File: src/rtl/mbx_pkg.sv
package mbx_pkg;
  localparam int unsigned DATA_W   = 16;
  localparam int unsigned N_MBX    = 16;
  localparam int unsigned N_PROTO  = 8;
  localparam int unsigned ADDR_W   = 5;
  localparam int unsigned ADDR_DIR  = 16;
  localparam int unsigned ADDR_ATT0 = 17;
  localparam int unsigned ADDR_ATT1 = 18;
  localparam int unsigned ADDR_HSEN = 19;
  localparam int unsigned ADDR_STAT = 20;
  localparam int unsigned ADDR_IEN  = 21;
endpackage

File: src/rtl/mbx_port_dec.sv
module mbx_port_dec #(
  parameter int unsigned NumMbx = 16,
  parameter int unsigned AddrW  = 5
) (
  input  logic              we_i,
  input  logic              re_i,
  input  logic [AddrW-1:0]  addr_i,
  output logic [NumMbx-1:0] mbx_we_o,
  output logic [NumMbx-1:0] mbx_re_o
);
  for (genvar i = 0; i < NumMbx; i++) begin : g_dec
    assign mbx_we_o[i] = we_i && (addr_i == AddrW'(i));
    assign mbx_re_o[i] = re_i && (addr_i == AddrW'(i));
  end
endmodule

File: src/rtl/mbx_store.sv
module mbx_store #(
  parameter int unsigned NumMbx = 16,
  parameter int unsigned DataW  = 16
) (
  input  logic                         clk_i,
  input  logic                         rst_ni,
  input  logic [NumMbx-1:0]            dir_i,
  input  logic [NumMbx-1:0]            a_we_i,
  input  logic [NumMbx-1:0]            b_we_i,
  input  logic [NumMbx-1:0]            a_re_i,
  input  logic [NumMbx-1:0]            b_re_i,
  input  logic [DataW-1:0]             a_wdata_i,
  input  logic [DataW-1:0]             b_wdata_i,
  output logic [NumMbx-1:0][DataW-1:0] mbx_o,
  output logic [NumMbx-1:0]            wr_ok_o,
  output logic [NumMbx-1:0]            rx_rd_o
);
  for (genvar i = 0; i < NumMbx; i++) begin : g_mbx
    logic a_ok, b_ok;
    // dir 0: A sends, B receives
    assign a_ok = a_we_i[i] && !dir_i[i];
    assign b_ok = b_we_i[i] &&  dir_i[i];
    assign wr_ok_o[i] = a_ok || b_ok;
    assign rx_rd_o[i] = (a_re_i[i] && dir_i[i]) || (b_re_i[i] && !dir_i[i]);

    always_ff @(posedge clk_i or negedge rst_ni) begin
      if (!rst_ni)   mbx_o[i] <= '0;
      else if (a_ok) mbx_o[i] <= a_wdata_i;
      else if (b_ok) mbx_o[i] <= b_wdata_i;
    end

    a_r2_owner_only: assert property (@(posedge clk_i) disable iff (!rst_ni)
      (b_we_i[i] && !dir_i[i] && !a_we_i[i]) |=> $stable(mbx_o[i]));
    a_r2_owner_only_b: assert property (@(posedge clk_i) disable iff (!rst_ni)
      (a_we_i[i] && dir_i[i] && !b_we_i[i]) |=> $stable(mbx_o[i]));
    a_r1_store: assert property (@(posedge clk_i) disable iff (!rst_ni)
      (a_we_i[i] && !dir_i[i]) |=> (mbx_o[i] == $past(a_wdata_i)));
  end
endmodule

File: src/rtl/mbx_proto_ctl.sv
module mbx_proto_ctl #(
  parameter int unsigned NumMbx = 16,
  parameter int unsigned IdxW   = 4
) (
  input  logic              clk_i,
  input  logic              rst_ni,
  input  logic              en_i,
  input  logic [IdxW-1:0]   idx_i,
  input  logic [NumMbx-1:0] wr_ok_i,
  input  logic [NumMbx-1:0] rx_rd_i,
  input  logic              ovr_clr_i,
  output logic              ready_o,
  output logic              ovr_o
);
  logic trig, clr;
  assign trig = en_i && wr_ok_i[idx_i];
  assign clr  = en_i && rx_rd_i[idx_i];

  always_ff @(posedge clk_i or negedge rst_ni) begin
    if (!rst_ni) begin
      ready_o <= 1'b0;
      ovr_o   <= 1'b0;
    end else begin
      // set wins over clear in the same cycle
      if (trig)     ready_o <= 1'b1;
      else if (clr) ready_o <= 1'b0;
      if (trig && ready_o && !clr) ovr_o <= 1'b1;
      else if (ovr_clr_i)          ovr_o <= 1'b0;
    end
  end

  a_r5_trig_sets: assert property (@(posedge clk_i) disable iff (!rst_ni)
    trig |=> ready_o);
  a_r6_read_clears: assert property (@(posedge clk_i) disable iff (!rst_ni)
    (clr && !trig) |=> !ready_o);
  a_r4_disabled_hold: assert property (@(posedge clk_i) disable iff (!rst_ni)
    !en_i |=> $stable(ready_o));
  a_r8_overrun: assert property (@(posedge clk_i) disable iff (!rst_ni)
    (trig && ready_o && !clr) |=> (ovr_o && ready_o));
  a_r9_same_cycle: assert property (@(posedge clk_i) disable iff (!rst_ni)
    (trig && clr && !ovr_o && !ovr_clr_i) |=> (ready_o && !ovr_o));
endmodule

File: src/rtl/mbx_link.sv
module mbx_link
  import mbx_pkg::*;
#(
  parameter int unsigned DataW   = DATA_W,
  parameter int unsigned NumMbx  = N_MBX,
  parameter int unsigned NumProto = N_PROTO,
  parameter int unsigned AddrW   = ADDR_W
) (
  input  logic                clk_i,
  input  logic                rst_ni,
  input  logic                a_we_i,
  input  logic                a_re_i,
  input  logic [AddrW-1:0]    a_addr_i,
  input  logic [DataW-1:0]    a_wdata_i,
  output logic [DataW-1:0]    a_rdata_o,
  output logic [NumProto-1:0] a_irq_o,
  input  logic                b_we_i,
  input  logic                b_re_i,
  input  logic [AddrW-1:0]    b_addr_i,
  input  logic [DataW-1:0]    b_wdata_i,
  output logic [DataW-1:0]    b_rdata_o,
  output logic [NumProto-1:0] b_irq_o
);
  localparam int unsigned IdxW = $clog2(NumMbx);
  localparam int unsigned AttW = 2 * DataW;

  logic [NumMbx-1:0]            a_mwe, a_mre, b_mwe, b_mre, wr_ok, rx_rd;
  logic [NumMbx-1:0][DataW-1:0] mbx;
  logic [NumMbx-1:0]            dir_q;
  logic [AttW-1:0]              att_q;
  logic [NumProto-1:0]          hsen_q, ien_a_q, ien_b_q, rdy, ovr, ovr_clr;
  logic [DataW-1:0]             a_rd_nxt, b_rd_nxt;

  mbx_port_dec #(.NumMbx(NumMbx), .AddrW(AddrW)) i_dec_a (
    .we_i(a_we_i), .re_i(a_re_i), .addr_i(a_addr_i),
    .mbx_we_o(a_mwe), .mbx_re_o(a_mre));
  mbx_port_dec #(.NumMbx(NumMbx), .AddrW(AddrW)) i_dec_b (
    .we_i(b_we_i), .re_i(b_re_i), .addr_i(b_addr_i),
    .mbx_we_o(b_mwe), .mbx_re_o(b_mre));

  mbx_store #(.NumMbx(NumMbx), .DataW(DataW)) i_store (
    .clk_i, .rst_ni, .dir_i(dir_q),
    .a_we_i(a_mwe), .b_we_i(b_mwe), .a_re_i(a_mre), .b_re_i(b_mre),
    .a_wdata_i, .b_wdata_i, .mbx_o(mbx), .wr_ok_o(wr_ok), .rx_rd_o(rx_rd));

  // configuration, side A only
  always_ff @(posedge clk_i or negedge rst_ni) begin
    if (!rst_ni) begin
      dir_q  <= '0;
      att_q  <= '0;
      hsen_q <= '0;
    end else if (a_we_i) begin
      if (a_addr_i == AddrW'(ADDR_DIR))  dir_q  <= a_wdata_i[NumMbx-1:0];
      if (a_addr_i == AddrW'(ADDR_ATT0)) att_q[DataW-1:0] <= a_wdata_i;
      if (a_addr_i == AddrW'(ADDR_ATT1)) att_q[AttW-1:DataW] <= a_wdata_i;
      if (a_addr_i == AddrW'(ADDR_HSEN)) hsen_q <= a_wdata_i[NumProto-1:0];
    end
  end

  always_ff @(posedge clk_i or negedge rst_ni) begin
    if (!rst_ni) begin
      ien_a_q <= '0;
      ien_b_q <= '0;
    end else begin
      if (a_we_i && a_addr_i == AddrW'(ADDR_IEN)) ien_a_q <= a_wdata_i[NumProto-1:0];
      if (b_we_i && b_addr_i == AddrW'(ADDR_IEN)) ien_b_q <= b_wdata_i[NumProto-1:0];
    end
  end

  // overrun write-one-to-clear from either side
  always_comb begin
    ovr_clr = '0;
    if (a_we_i && a_addr_i == AddrW'(ADDR_STAT)) ovr_clr |= a_wdata_i[NumProto +: NumProto];
    if (b_we_i && b_addr_i == AddrW'(ADDR_STAT)) ovr_clr |= b_wdata_i[NumProto +: NumProto];
  end

  for (genvar p = 0; p < NumProto; p++) begin : g_proto
    logic [IdxW-1:0] idx;
    assign idx = att_q[p*IdxW +: IdxW];

    mbx_proto_ctl #(.NumMbx(NumMbx), .IdxW(IdxW)) i_proto (
      .clk_i, .rst_ni, .en_i(hsen_q[p]), .idx_i(idx),
      .wr_ok_i(wr_ok), .rx_rd_i(rx_rd), .ovr_clr_i(ovr_clr[p]),
      .ready_o(rdy[p]), .ovr_o(ovr[p]));

    // receiver is A when the tied mailbox flows B to A
    assign a_irq_o[p] = rdy[p] && hsen_q[p] && ien_a_q[p] &&  dir_q[idx];
    assign b_irq_o[p] = rdy[p] && hsen_q[p] && ien_b_q[p] && !dir_q[idx];
  end

  function automatic logic [DataW-1:0] rd_mux(input logic [AddrW-1:0] addr,
                                              input logic [NumProto-1:0] ien);
    logic [DataW-1:0] r;
    r = '0;
    if (addr < AddrW'(NumMbx)) r = mbx[addr[IdxW-1:0]];
    else if (addr == AddrW'(ADDR_DIR))  r = DataW'(dir_q);
    else if (addr == AddrW'(ADDR_ATT0)) r = att_q[DataW-1:0];
    else if (addr == AddrW'(ADDR_ATT1)) r = att_q[AttW-1:DataW];
    else if (addr == AddrW'(ADDR_HSEN)) r = DataW'(hsen_q);
    else if (addr == AddrW'(ADDR_STAT)) r = DataW'({ovr, rdy});
    else if (addr == AddrW'(ADDR_IEN))  r = DataW'(ien);
    return r;
  endfunction

  assign a_rd_nxt = rd_mux(a_addr_i, ien_a_q);
  assign b_rd_nxt = rd_mux(b_addr_i, ien_b_q);

  always_ff @(posedge clk_i or negedge rst_ni) begin
    if (!rst_ni) begin
      a_rdata_o <= '0;
      b_rdata_o <= '0;
    end else begin
      if (a_re_i) a_rdata_o <= a_rd_nxt;
      if (b_re_i) b_rdata_o <= b_rd_nxt;
    end
  end

  a_r7_irq_one_side: assert property (@(posedge clk_i) disable iff (!rst_ni)
    (a_irq_o & b_irq_o) == '0);
  a_r10_b_cfg_ignored: assert property (@(posedge clk_i) disable iff (!rst_ni)
    (b_we_i && !a_we_i && b_addr_i == AddrW'(ADDR_DIR)) |=> $stable(dir_q));
  a_r5_status_same: assert property (@(posedge clk_i) disable iff (!rst_ni)
    (a_re_i && b_re_i && a_addr_i == AddrW'(ADDR_STAT) && b_addr_i == AddrW'(ADDR_STAT))
      |=> (a_rdata_o == b_rdata_o));
endmodule

File: config.mk
export PLATFORM = sky130hd
export DESIGN_NAME = mbx_link
export DESIGN_NICKNAME = d
export VERILOG_FILES = /design/src/rtl/mbx_pkg.sv /design/src/rtl/mbx_port_dec.sv /design/src/rtl/mbx_store.sv /design/src/rtl/mbx_proto_ctl.sv /design/src/rtl/mbx_link.sv
export SDC_FILE = /design/constraint.sdc
export NUM_CORES = 1
export LEC_CHECK = 0
export BUFFER_PORTS_ARGS = -buffer_cell sky130_fd_sc_hd__buf_2
export CAP_MARGIN = 20
export CORE_ASPECT_RATIO = 2
export CORE_MARGIN = 2
export CORE_UTILIZATION = 60
export DETAILED_ROUTE_END_ITERATION = 10
export GPL_ROUTABILITY_DRIVEN = 1
export GPL_TIMING_DRIVEN = 0
export PLACE_DENSITY_LB_ADDON = 0.08
export SLEW_MARGIN = 10
export SYNTH_ARGS = -nofsm -noshare
export SYNTH_HDL_FRONTEND = slang
export SYNTH_HIERARCHICAL = 1
export SYNTH_SLANG_ARGS = --single-unit
export TNS_END_PERCENT = 1
File: constraint.sdc
create_clock -name clk_i -period 3.1 [get_ports clk_i]
set_input_delay 0.62 -clock clk_i [delete_from_list [all_inputs] [get_ports clk_i]]
set_output_delay 0.62 -clock clk_i [all_outputs]
set_load 0.005 [all_outputs]
==> results of run 1 <==
==> synth_stat cells (all sizes together), types with 4 or more instances <==
cell type / number
a21oi: 16
nand3: 21
a31oi: 4
o221ai: 8
o22ai: 26
mux2i: 896
nor3b: 5
and2: 5
o32ai: 7
a211oi: 22
dfrtp: 376
or2: 6
nand4b: 5
a2bb2oi: 4
and4: 8
a21o: 13
nand2: 50
a22oi: 23
nand4: 6
nor3: 19
mux2: 128
o21a: 9
nor2: 137
nor4: 8
clkbuf: 62
nand3b: 4
a41o: 8
or4b: 4
inv: 21
nand4bb: 8
o21ai: 77
a31o: 10
mux4: 180
nand2b: 23
a221oi: 18
o211ai: 5
nor2b: 46
nor4b: 6
o32a: 11
or4: 6
a22o: 10
buf: 200
==> what timing repair did <==
item,4_1_cts,5_1_grt
buffers inserted,0,8
resized for setup,73,34
pin swaps,13,5
endpoints found under the setup margin,39,48
==> state kept, by name, indices dropped and copies added (netlist names), 16 cells and up <==
register / flops
i_store/mbx_o: 256
att_q: 32
a_rdata_o: 16
b_rdata_o: 16
dir_q: 16
==> worst max path at each step <==
stage          slack, ps        start                  endpoint
2_1_floorplan        440  b_addr_i[1]  g_proto[0].i_proto/ovr_o
3_3_place_gp       -6140       rst_ni        i_store/mbx_o[250]
3_5_place_dp       -1420  a_addr_i[1]              a_rdata_o[6]
4_1_cts             -310     dir_q[5]                a_irq_o[2]
5_1_grt             -370    dir_q[12]                a_irq_o[3]
6_report            -400    dir_q[12]                a_irq_o[3]
==> area by class of cell <==
| class | count | area [µm²] |
|---|---|---|
| multi-input cells | 1867 | 18700 |
| fillers | 3818 | 16580 |
| flip-flops and latches | 376 | 9419 |
| plain buffers | 257 | 2336 |
| clock buffers | 51 | 1071 |
| well taps | 649 | 812.0 |
| repair buffers | 118 | 773.2 |
| clock inverters | 15 | 152.6 |
| inverters | 22 | 82.58 |
| diodes | 3 | 7.507 |
==> where the power goes <==
group / total, mW / switching [mW] / internal (mW) / leakage [nW]
clock network: 4.87 / 2.27 / 2.61 / 0.602
logic: 8.69 / 4.52 / 4.17 / 7.63
registers: 9.04 / 2.44 / 6.59 / 4.81
==> placed cells by master (no fill, tap or decap), drive strengths merged, types with 6 or more instances in the layout <==
master / instances
mux2: 128
a21o: 13
nand2b: 23
a211oi: 22
nand3: 21
nor4: 8
a22oi: 23
mux2i: 896
o221ai: 8
inv: 21
nor2b: 46
nand2: 50
o21a: 9
or2: 6
a21oi: 16
a221oi: 18
o22ai: 26
dfrtp: 376
nor2: 137
and4: 8
a22o: 10
o32a: 11
nand4bb: 8
o21ai: 77
o32ai: 7
buf: 320
nor4b: 6
or4: 6
a31o: 10
mux4: 180
a41o: 8
nor3: 19
clkbuf: 105
clkinv: 12
nand4: 6
==> routing by layer <==
layer  track usage, %  vias to the layer above  share of wire (%)
li1                 -                    10070                  -
met1            56.71                    13230                 30
met4            60.08                       12                 14
met2            83.31                     2444                 44
met5            1.354                        -              0.053
met3            21.98                     1145                 12
==> metrics by stage <==
| step | instance area [µm²] | std cells | power, mW | worst slack, ps |
|---|---|---|---|---|
| after global routing | 33340 | 3355 | 23.13 | -374.1 |
| final | 33350 | 3358 | 22.60 | -404.8 |
| after floorplan | 30270 | 2527 | 13.70 | 440.2 |
| after global placement | 31560 | 3271 | 16.24 | -6143 |
| after CTS | 33140 | 3340 | 21.86 | -313.0 |
| after detailed placement | 31710 | 3279 | 16.93 | -1416 |
==> logic make-up after synthesis <==
family | Yosys count
muxes | 1204
DFF | 376
AOI/OAI and AO/OA | 290
and+or+nand+nor | 373
buffers and inverters | 284
==> metrics.md, run 1 <==
| Metric | Value |
|---|---|
| Die Y | 321.6 µm |
| Yosys warning count | 6 |
| CTS Root Cell | clkbuf_16 |
| Achievable clock frequency | 285.3 MHz |
| WP depth | 5 |
| Critical Path RT | 2480 ps |
| Routability Congestion | 1.058 |
| Post-synthesis mux area share | 48.38% |
| Routed WL | 144300 µm |
| IO buf count | 95 |
| Dpl hpwl | 104500 µm |
| Synth Area in XOR/XNOR | 0% |
| Final net count | 2728 |
| Worst path slowest cell | mux4_2 |
| Crit-path max FO | 8 |
| Reg2reg start | dir_q[13] |
| First-pass iteration count of the detailed router | 8 |
| Setup TNS | -4890 ps |
| Worst min-delay path category | in2async |
| Initial antenna violation count | 13 |
| Sequential fraction of the synthesis area | 31.08% |
| Vias | 26900 |
| Worst reg2reg endpoint | g_proto[6].i_proto/ovr_o |
| Fin util | 66.80% |
| FFs w/ async S/R, synth | 100.0% |
| Clock Skew | 28.19 ps |
| Period utilization | 113.1% |
| Layout area overhead | 10.18% |
| Routed Antenna Nets | 0 |
| Yosys cell types | 65 |
| Setup WS post-layout | -404.8 ps |
| Clock Path Buffers | 3 |
| Hold Slack | -14.78 ps |
| Vias in the first global route | 27690 |
| Initial core utilization | 60.63% |
| Tmin final | 3505 ps |
| Syn Nets | 2575 |
| CTS Buf Count | 38 |
| CTS Sinks | 376 |
| IO Pins | 96 |
| Worst-case reg-to-reg path depth | 6 |
| Max-capacitance violation count | 0 |
| Critical-path cell list | clkbuf_16, mux4_2, mux4_2, and4_1, buf_2 |
| Crit Path Category | reg2out |
| Worst vdd ir | 0.7439 mV |
| TritonCTS clock tree | yes |
| Cts hold-fix bufs | 0 |
| Pwr dens | 677.8 nW/µm² |
| Post-synth EDFFs | 0 |
| Buf+Inv Stages, Crit Path | 2 |
| Mapped Area | 30270 µm² |
| Worst path top cell family by delay | multiplexers |
| Global-route wire length before repair | 205000 µm |
| Hold Fails Final Rpt | 5 |
| LEAKAGE | 13.04 nW |
| Die X | 162.8 µm |
| Post-Synthesis Mean Instance Area | 11.98 µm² |
| Register bit total from synthesis | 376 |
| Post-Synth Simple-Gate Area | 6.494% |
| CP Data Arrival Time | 2880 ps |
| Total grt overflow | 0 |
| DR vias/cell | 8.010 |
| Synth top area cells | dfrtp_1 31%, mux2i_1 30%, mux4_2 9.8% |
| Slew margin rel. | 18.59% |
| CP most frequent cell | mux4_2 |
| Share of layout cells above drive strength 1 | 25.54% |
| Commonest register cell after synthesis | dfrtp_1 |
| Setup violations, final | 38 |
| Area leader, netlist | dfrtp_1 |
| Crit-path max cell delay | 740 ps |
| Outcome | complete, but fails checks |
| Synth Area in Compound Gates | 6.783% |
| Pin count of the biggest net entering global routing | 113 |
| Syn Inst Count | 2527 |
| Top cell type's share of synthesized area | 31.08% |
| Routed WL per cell | 42.97 µm |
| CP startpoint kind | register |
| Clk pin slew, worst setup/hold paths | 70 ps |
| Slew @ Worst Pin | 1218 ps |
| R2R Setup Slk | 280 ps |
| Core area | 49930 µm² |
| Failing checks | negative hold slack, negative setup slack |
| GR Util All Layers | 55.96% |
| RSZ-0062 raised after global routing | true |
| Die area | 52370 µm² |
| Worst-skew pair later-pin latency | 590 ps |
| # rows | 116 |
| DRT iter0 DRCs | 3548 |
| Count of pins over their slew limit | 0 |
| CP endpoint kind | output pin |
| Drt drc | 0 |
| H-tree lvl count | 2 |
| Post-synthesis adder-cell area fraction | 0% |
| Largest family of logic cells by synthesized area | multiplexers |
Power figures use the tool's default switching activity.
==> run 2, diff against run 1 <==
Settings changed: SYNTH_HIERARCHICAL 1 to default.
==> run 2 against run 1 <==
The flow now stops in global routing. Synthesized cell count rose by 0.59%. Synthesized area decreased by 15%.
==> metrics.md, run 2 <==
| Metric | Value |
|---|---|
| Cell count after placement | 3171 (-3.3%) |
| # rows | 107 (-7.8%) |
| Global-route wire length before repair | 244500 µm |
| Vias in the first global route | 30710 |
| CTS Buf Count | 36 (-5.3%) |
| Post-synth top cells | 452 x nand2_1, 376 x dfrtp_1, 248 x clkbuf_1, 220 x mux4_2, 176 x o21ai_0 |
| Top cell type's share of synthesized area | 36.71% (+5.6 points) |
| Die X | 150.2 µm (-7.8%) |
| Post-Synthesis Mean Instance Area | 10.08 µm² (-16%) |
| Sequential fraction of the synthesis area | 36.71% (+5.6 points) |
| FFs w/ async S/R, synth | 100.0% (unchanged) |
| Cts hold-fix bufs | 0 (unchanged) |
| CTS Root Cell | clkbuf_16 |
| Yosys warning count | 0 (-6) |
| Routability Congestion | 1.187 (+12%) |
| Clock Path Buffers | 3 (unchanged) |
| IO buf count | 73 (-23%) |
| Die Y | 296.3 µm (-7.9%) |
| Post-synth EDFFs | 0 (unchanged) |
| GR Util All Layers | 75.42% |
| Synth top area cells | dfrtp_1 37%, mux4_2 19%, nand2_1 6.6% |
| Syn Nets | 2590 (+0.58%) |
| Stopping stage | global routing |
| Mapped Area | 25630 µm² (-15%) |
| First Error | [ERROR GRT-0116] Global routing finished with congestion. Check the congestion regions in the DRC Viewer. |
| Dpl hpwl | 102700 µm (-1.7%) |
| Area leader, netlist | dfrtp_1 |
| Total grt overflow | 380 |
| Yosys cell types | 81 (+25%) |
| Most numerous cell in the Yosys netlist | nand2_1 |
| Pin count of the biggest net entering global routing | 120 |
| IO Pins | 96 (unchanged) |
| Syn Inst Count | 2542 (+0.59%) |
| CTS Sinks | 376 (unchanged) |
| H-tree lvl count | 2 (unchanged) |
| Outcome | aborted with a tool error |
| Commonest register cell after synthesis | dfrtp_1 |
| Initial core utilization | 60.40% (-0.23 points) |
| Cell Area, Placed | 26850 µm² (-15%) |
| Register bit total from synthesis | 376 (unchanged) |
## run 2: changes by cell type after synthesis, moves of 41 or more
| cell | delta |
|---|---|
| nand2_1 | +402 |
| mux4_1 | -48 |
| a31oi_1 | +57 |
| mux2i_1 | -754 |
| mux4_2 | +88 |
| clkbuf_1 | +186 |
| o21ai_0 | +100 |
| buf_4 | -59 |
| buf_6 | -41 |
| mux2_2 | -47 |
| a22oi_1 | +80 |
## run 2: through the flow
stage / setup slack (ps) / hold slack [ps]
after global placement: -5733 / 467.9
after detailed placement: -1553 / 488.2
after floorplan: 162.4 / 324.4
after CTS: -86.02 / 59.80
## run 2: cell families after synthesis
logic type | Yosys count | synth area share (%)
AND/OR/NAND/NOR | 823 | 15.09
AO/OA/AOI/OAI | 553 | 14.50
multiplexers | 443 | 28.43
flip-flops | 376 | 36.71
buffers and inverters | 347 | 5.267
## run 2: repair_timing
action	CTS
buffers inserted	39
gates resized for setup	182
hold endpoints to repair	0
endpoints found under the setup margin	106
pin swaps	16
## run 2: metal layers
metal  GRT usage (%)  GRT overflow
met1           75.95             2
met4           75.40           140
met5           17.84             2
met2           94.58           219
met3           56.03            17
==> run 3, diff against run 2 <==
Settings changed: CORE_ASPECT_RATIO 2 to default, CORE_UTILIZATION 60 to 40, PLACE_DENSITY_LB_ADDON 0.08 to 0.15.
==> run 3 against run 2 <==
The flow now finishes, with violations (negative setup slack). Synthesized cell count did not move. Synthesized area unchanged.
==> metrics.md, run 3 <==
| Metric | Value |
|---|---|
| Sw Share | 36.45% |
| DRT iter0 DRCs | 4021 |
| Slew margin rel. | 15.01% |
| CTS Buf Count | 45 (+25%) |
| CTS Sinks | 376 (unchanged) |
| Share of layout cells above drive strength 1 | 25.15% |
| Internal cell power | 11.94 mW |
| Core area | 63200 µm² |
| Psw | 6.848 mW |
| Clock share of power | 30.1% |
| Clock Path Buffers | 3 (unchanged) |
| Vias in the first global route | 24430 |
| Top cell type's share of synthesized area | 36.71% (unchanged) |
| Multi-input gate area | 15100 µm² |
| Clk pin slew, worst setup/hold paths | 60 ps |
| Synth top area cells | dfrtp_1 37%, mux4_2 19%, nand2_1 6.6% |
| Die Y | 257.1 µm (-13%) |
| Fillers | 5855 |
| Mapped Area | 25630 µm² (unchanged) |
| Final net count | 2766 |
| Yosys cell types | 81 (unchanged) |
| LEAKAGE | 11.83 nW |
| Synth Area in XOR/XNOR | 0% (unchanged) |
| Top flop regs | i_store.mbx_o x256, att_q x32 |
| GR Util All Layers | 42.31% |
| Sequential fraction of the synthesis area | 36.71% (unchanged) |
| Routability Congestion | 1.048 (-12%) |
| Commonest register cell after synthesis | dfrtp_1 |
| Syn Inst Count | 2542 (unchanged) |
| CP endpoint kind | output pin |
| Worst-skew pair later-pin latency | 620 ps |
| Setup violations, final | 56 |
| Dpl hpwl | 103200 µm (+0.48%) |
| Vias | 25190 |
| Part of the power in combinational logic | 31.0% |
| Failing checks | negative setup slack |
| Most common cell after layout, fill and taps aside | nand2_1 |
| Hold Slack | 313.8 ps |
| Most numerous cell in the Yosys netlist | nand2_1 |
| Drt drc | 0 |
| Tmin final | 3334 ps |
| Period utilization | 107.5% |
| Place WS | -1730 ps (-177.7 ps) |
| Pwr dens | 628.2 nW/µm² |
| Crit Path Category | reg2out |
| Largest register by flop count | i_store.mbx_o |
| IO buf count | 73 (unchanged) |
| Post-synth top cells | 452 x nand2_1, 376 x dfrtp_1, 248 x clkbuf_1, 220 x mux4_2, 176 x o21ai_0 |
| Setup WS post-layout | -233.7 ps |
| Die area | 66120 µm² |
| Count of pins over their slew limit | 0 |
| Routed Antenna Nets | 0 |
| Die X | 257.1 µm (+71%) |
| Register bit total from synthesis | 376 (unchanged) |
| # rows | 92 (-14%) |
| Slew @ Worst Pin | 1275 ps |
| Worst vdd ir | 0.4634 mV |
| Critical Path RT | 2480 ps |
| Pin count of the biggest net entering global routing | 98 |
| Total grt overflow | 0 |
| Largest family of logic cells by synthesized area | multiplexers |
| Clock Skew | 28.72 ps |
| Total power | 18.79 mW |
| Area leader, netlist | dfrtp_1 |
| First-pass iteration count of the detailed router | 8 |
| Post-synth EDFFs | 0 (unchanged) |
| Synth Area in Compound Gates | 14.50% (unchanged) |
| CTS Root Cell | clkbuf_16 |
| RSZ-0062 raised after global routing | true |
| Post-synthesis mux area share | 28.43% (unchanged) |
| Layout area overhead | 16.68% |
| Register Area | 9442 µm² |
| Flop pwr share | 38.9% |
| Outcome | complete, but fails checks |
| IO Pins | 96 (unchanged) |
| FFs w/ async S/R, synth | 100.0% (unchanged) |
| Global-route wire length before repair | 195700 µm |
| Worst min-delay path category | in2reg |
| Post-Synthesis Mean Instance Area | 10.08 µm² (unchanged) |
| Initial core utilization | 40.56% (-20 points) |
| Syn Nets | 2590 (unchanged) |
| Max reg flops | 256 |
| Yosys warning count | 0 (unchanged) |
| DR vias/cell | 6.991 |
| CP Data Arrival Time | 2710 ps |
| Hold Fails Final Rpt | 0 |
| Routed WL | 140600 µm |
| Initial antenna violation count | 6 |
| Post-synthesis adder-cell area fraction | 0% (unchanged) |
| Max-capacitance violation count | 0 |
| CP startpoint kind | register |
| Routed WL per cell | 39.02 µm |
| Achievable clock frequency | 300.0 MHz |
| Most frequent cells in the layout | 451 x nand2_1, 350 x dfrtp_1, 220 x mux4_2 |
| TritonCTS clock tree | yes |
| Crit-path max FO | 7 |
| H-tree lvl count | 2 (unchanged) |
| Post-Synth Simple-Gate Area | 15.09% (unchanged) |
==> run 3: cells by family after synthesis <==
family,count (synthesis)
flip-flops,376
AND/OR/NAND/NOR,823
buffers and inverters,347
multiplexers,443
AO/OA/AOI/OAI,553
==> run 3: per-layer routing <==
| layer | track usage, % | up-vias | part of all wire [%] | wire length, µm |
|---|---|---|---|---|
| met5 | 0.5848 | - | 0.018 | 26 |
| met3 | 12.67 | 532 | 12 | 16210 |
| met4 | 28.63 | 4 | 8.6 | 12060 |
| met1 | 51.86 | 12830 | 36 | 50230 |
| met2 | 64.36 | 1906 | 44 | 62070 |
| li1 | - | 9915 | - | - |
==> run 3: power by group through the flow <==
stage                     clock network, mW  registers, mW  logic, mW
final                                  5.65           7.31       5.82
after global routing                   5.86           7.41       6.06
after CTS                              5.65           7.24       5.61
after detailed placement                  0           7.27       5.31
after global placement                    0           7.22       5.19
after floorplan                           0           6.76       3.51
==> run 3: worst max-delay path, cell delays in order (launching register included) <==
cell and delay, ps:
dfrtp_2 500, clkbuf_16 210, mux4_2 460, mux4_2 590, and4_1 200, buf_2 130
==> run 3: area by class of cell <==
cell class	instances	share of cell area, %
clock inverter	15	0.5899
sequential	376	31.57
tap	846	3.539
antenna	5	0.04183
inverter	39	0.4895
clock buffer	66	4.464
multi-input combinational	1819	50.50
buffer	297	5.058
timing repair buffer	140	3.748
==> run 3: path summary, 6_finish.rpt <==
path	to	cells past startpoint	slack (ps)	start
setup / recovery	a_irq_o[2]	5	-230	dir_q[3]
hold / removal	dir_q[0]	2	310	a_wdata_i[0]
setup reg to reg	g_proto[2].i_proto.ovr_o	8	-40	dir_q[1]
hold reg to reg	i_store.mbx_o[236]	2	500	i_store.mbx_o[236]
max in group asynchronous	i_store.mbx_o[173]	5	930	rst_ni
min in group asynchronous	hsen_q[5]	2	550	rst_ni
==> run 3: what timing repair did <==
item                                   CTS  global route
endpoints found under the hold margin   16             0
setup endpoints to repair               83            96
hold buffers                             1             0
buffers inserted                        33             0
gates resized for setup                173            37
pin swaps                               17             1
==> run 3: per-stage QoR <==
stage                     TNS [ps]  instances  area, µm²  util (%)
final                        -4447       3603      29910     47.33
after global routing         -4452       3598      29900     47.31
after CTS                    -1959       3596      29790     47.15
after detailed placement   -145440       3492      27580     43.64
after global placement    -2622110       3461      27060     42.81
after floorplan                  0       2542      25630         -
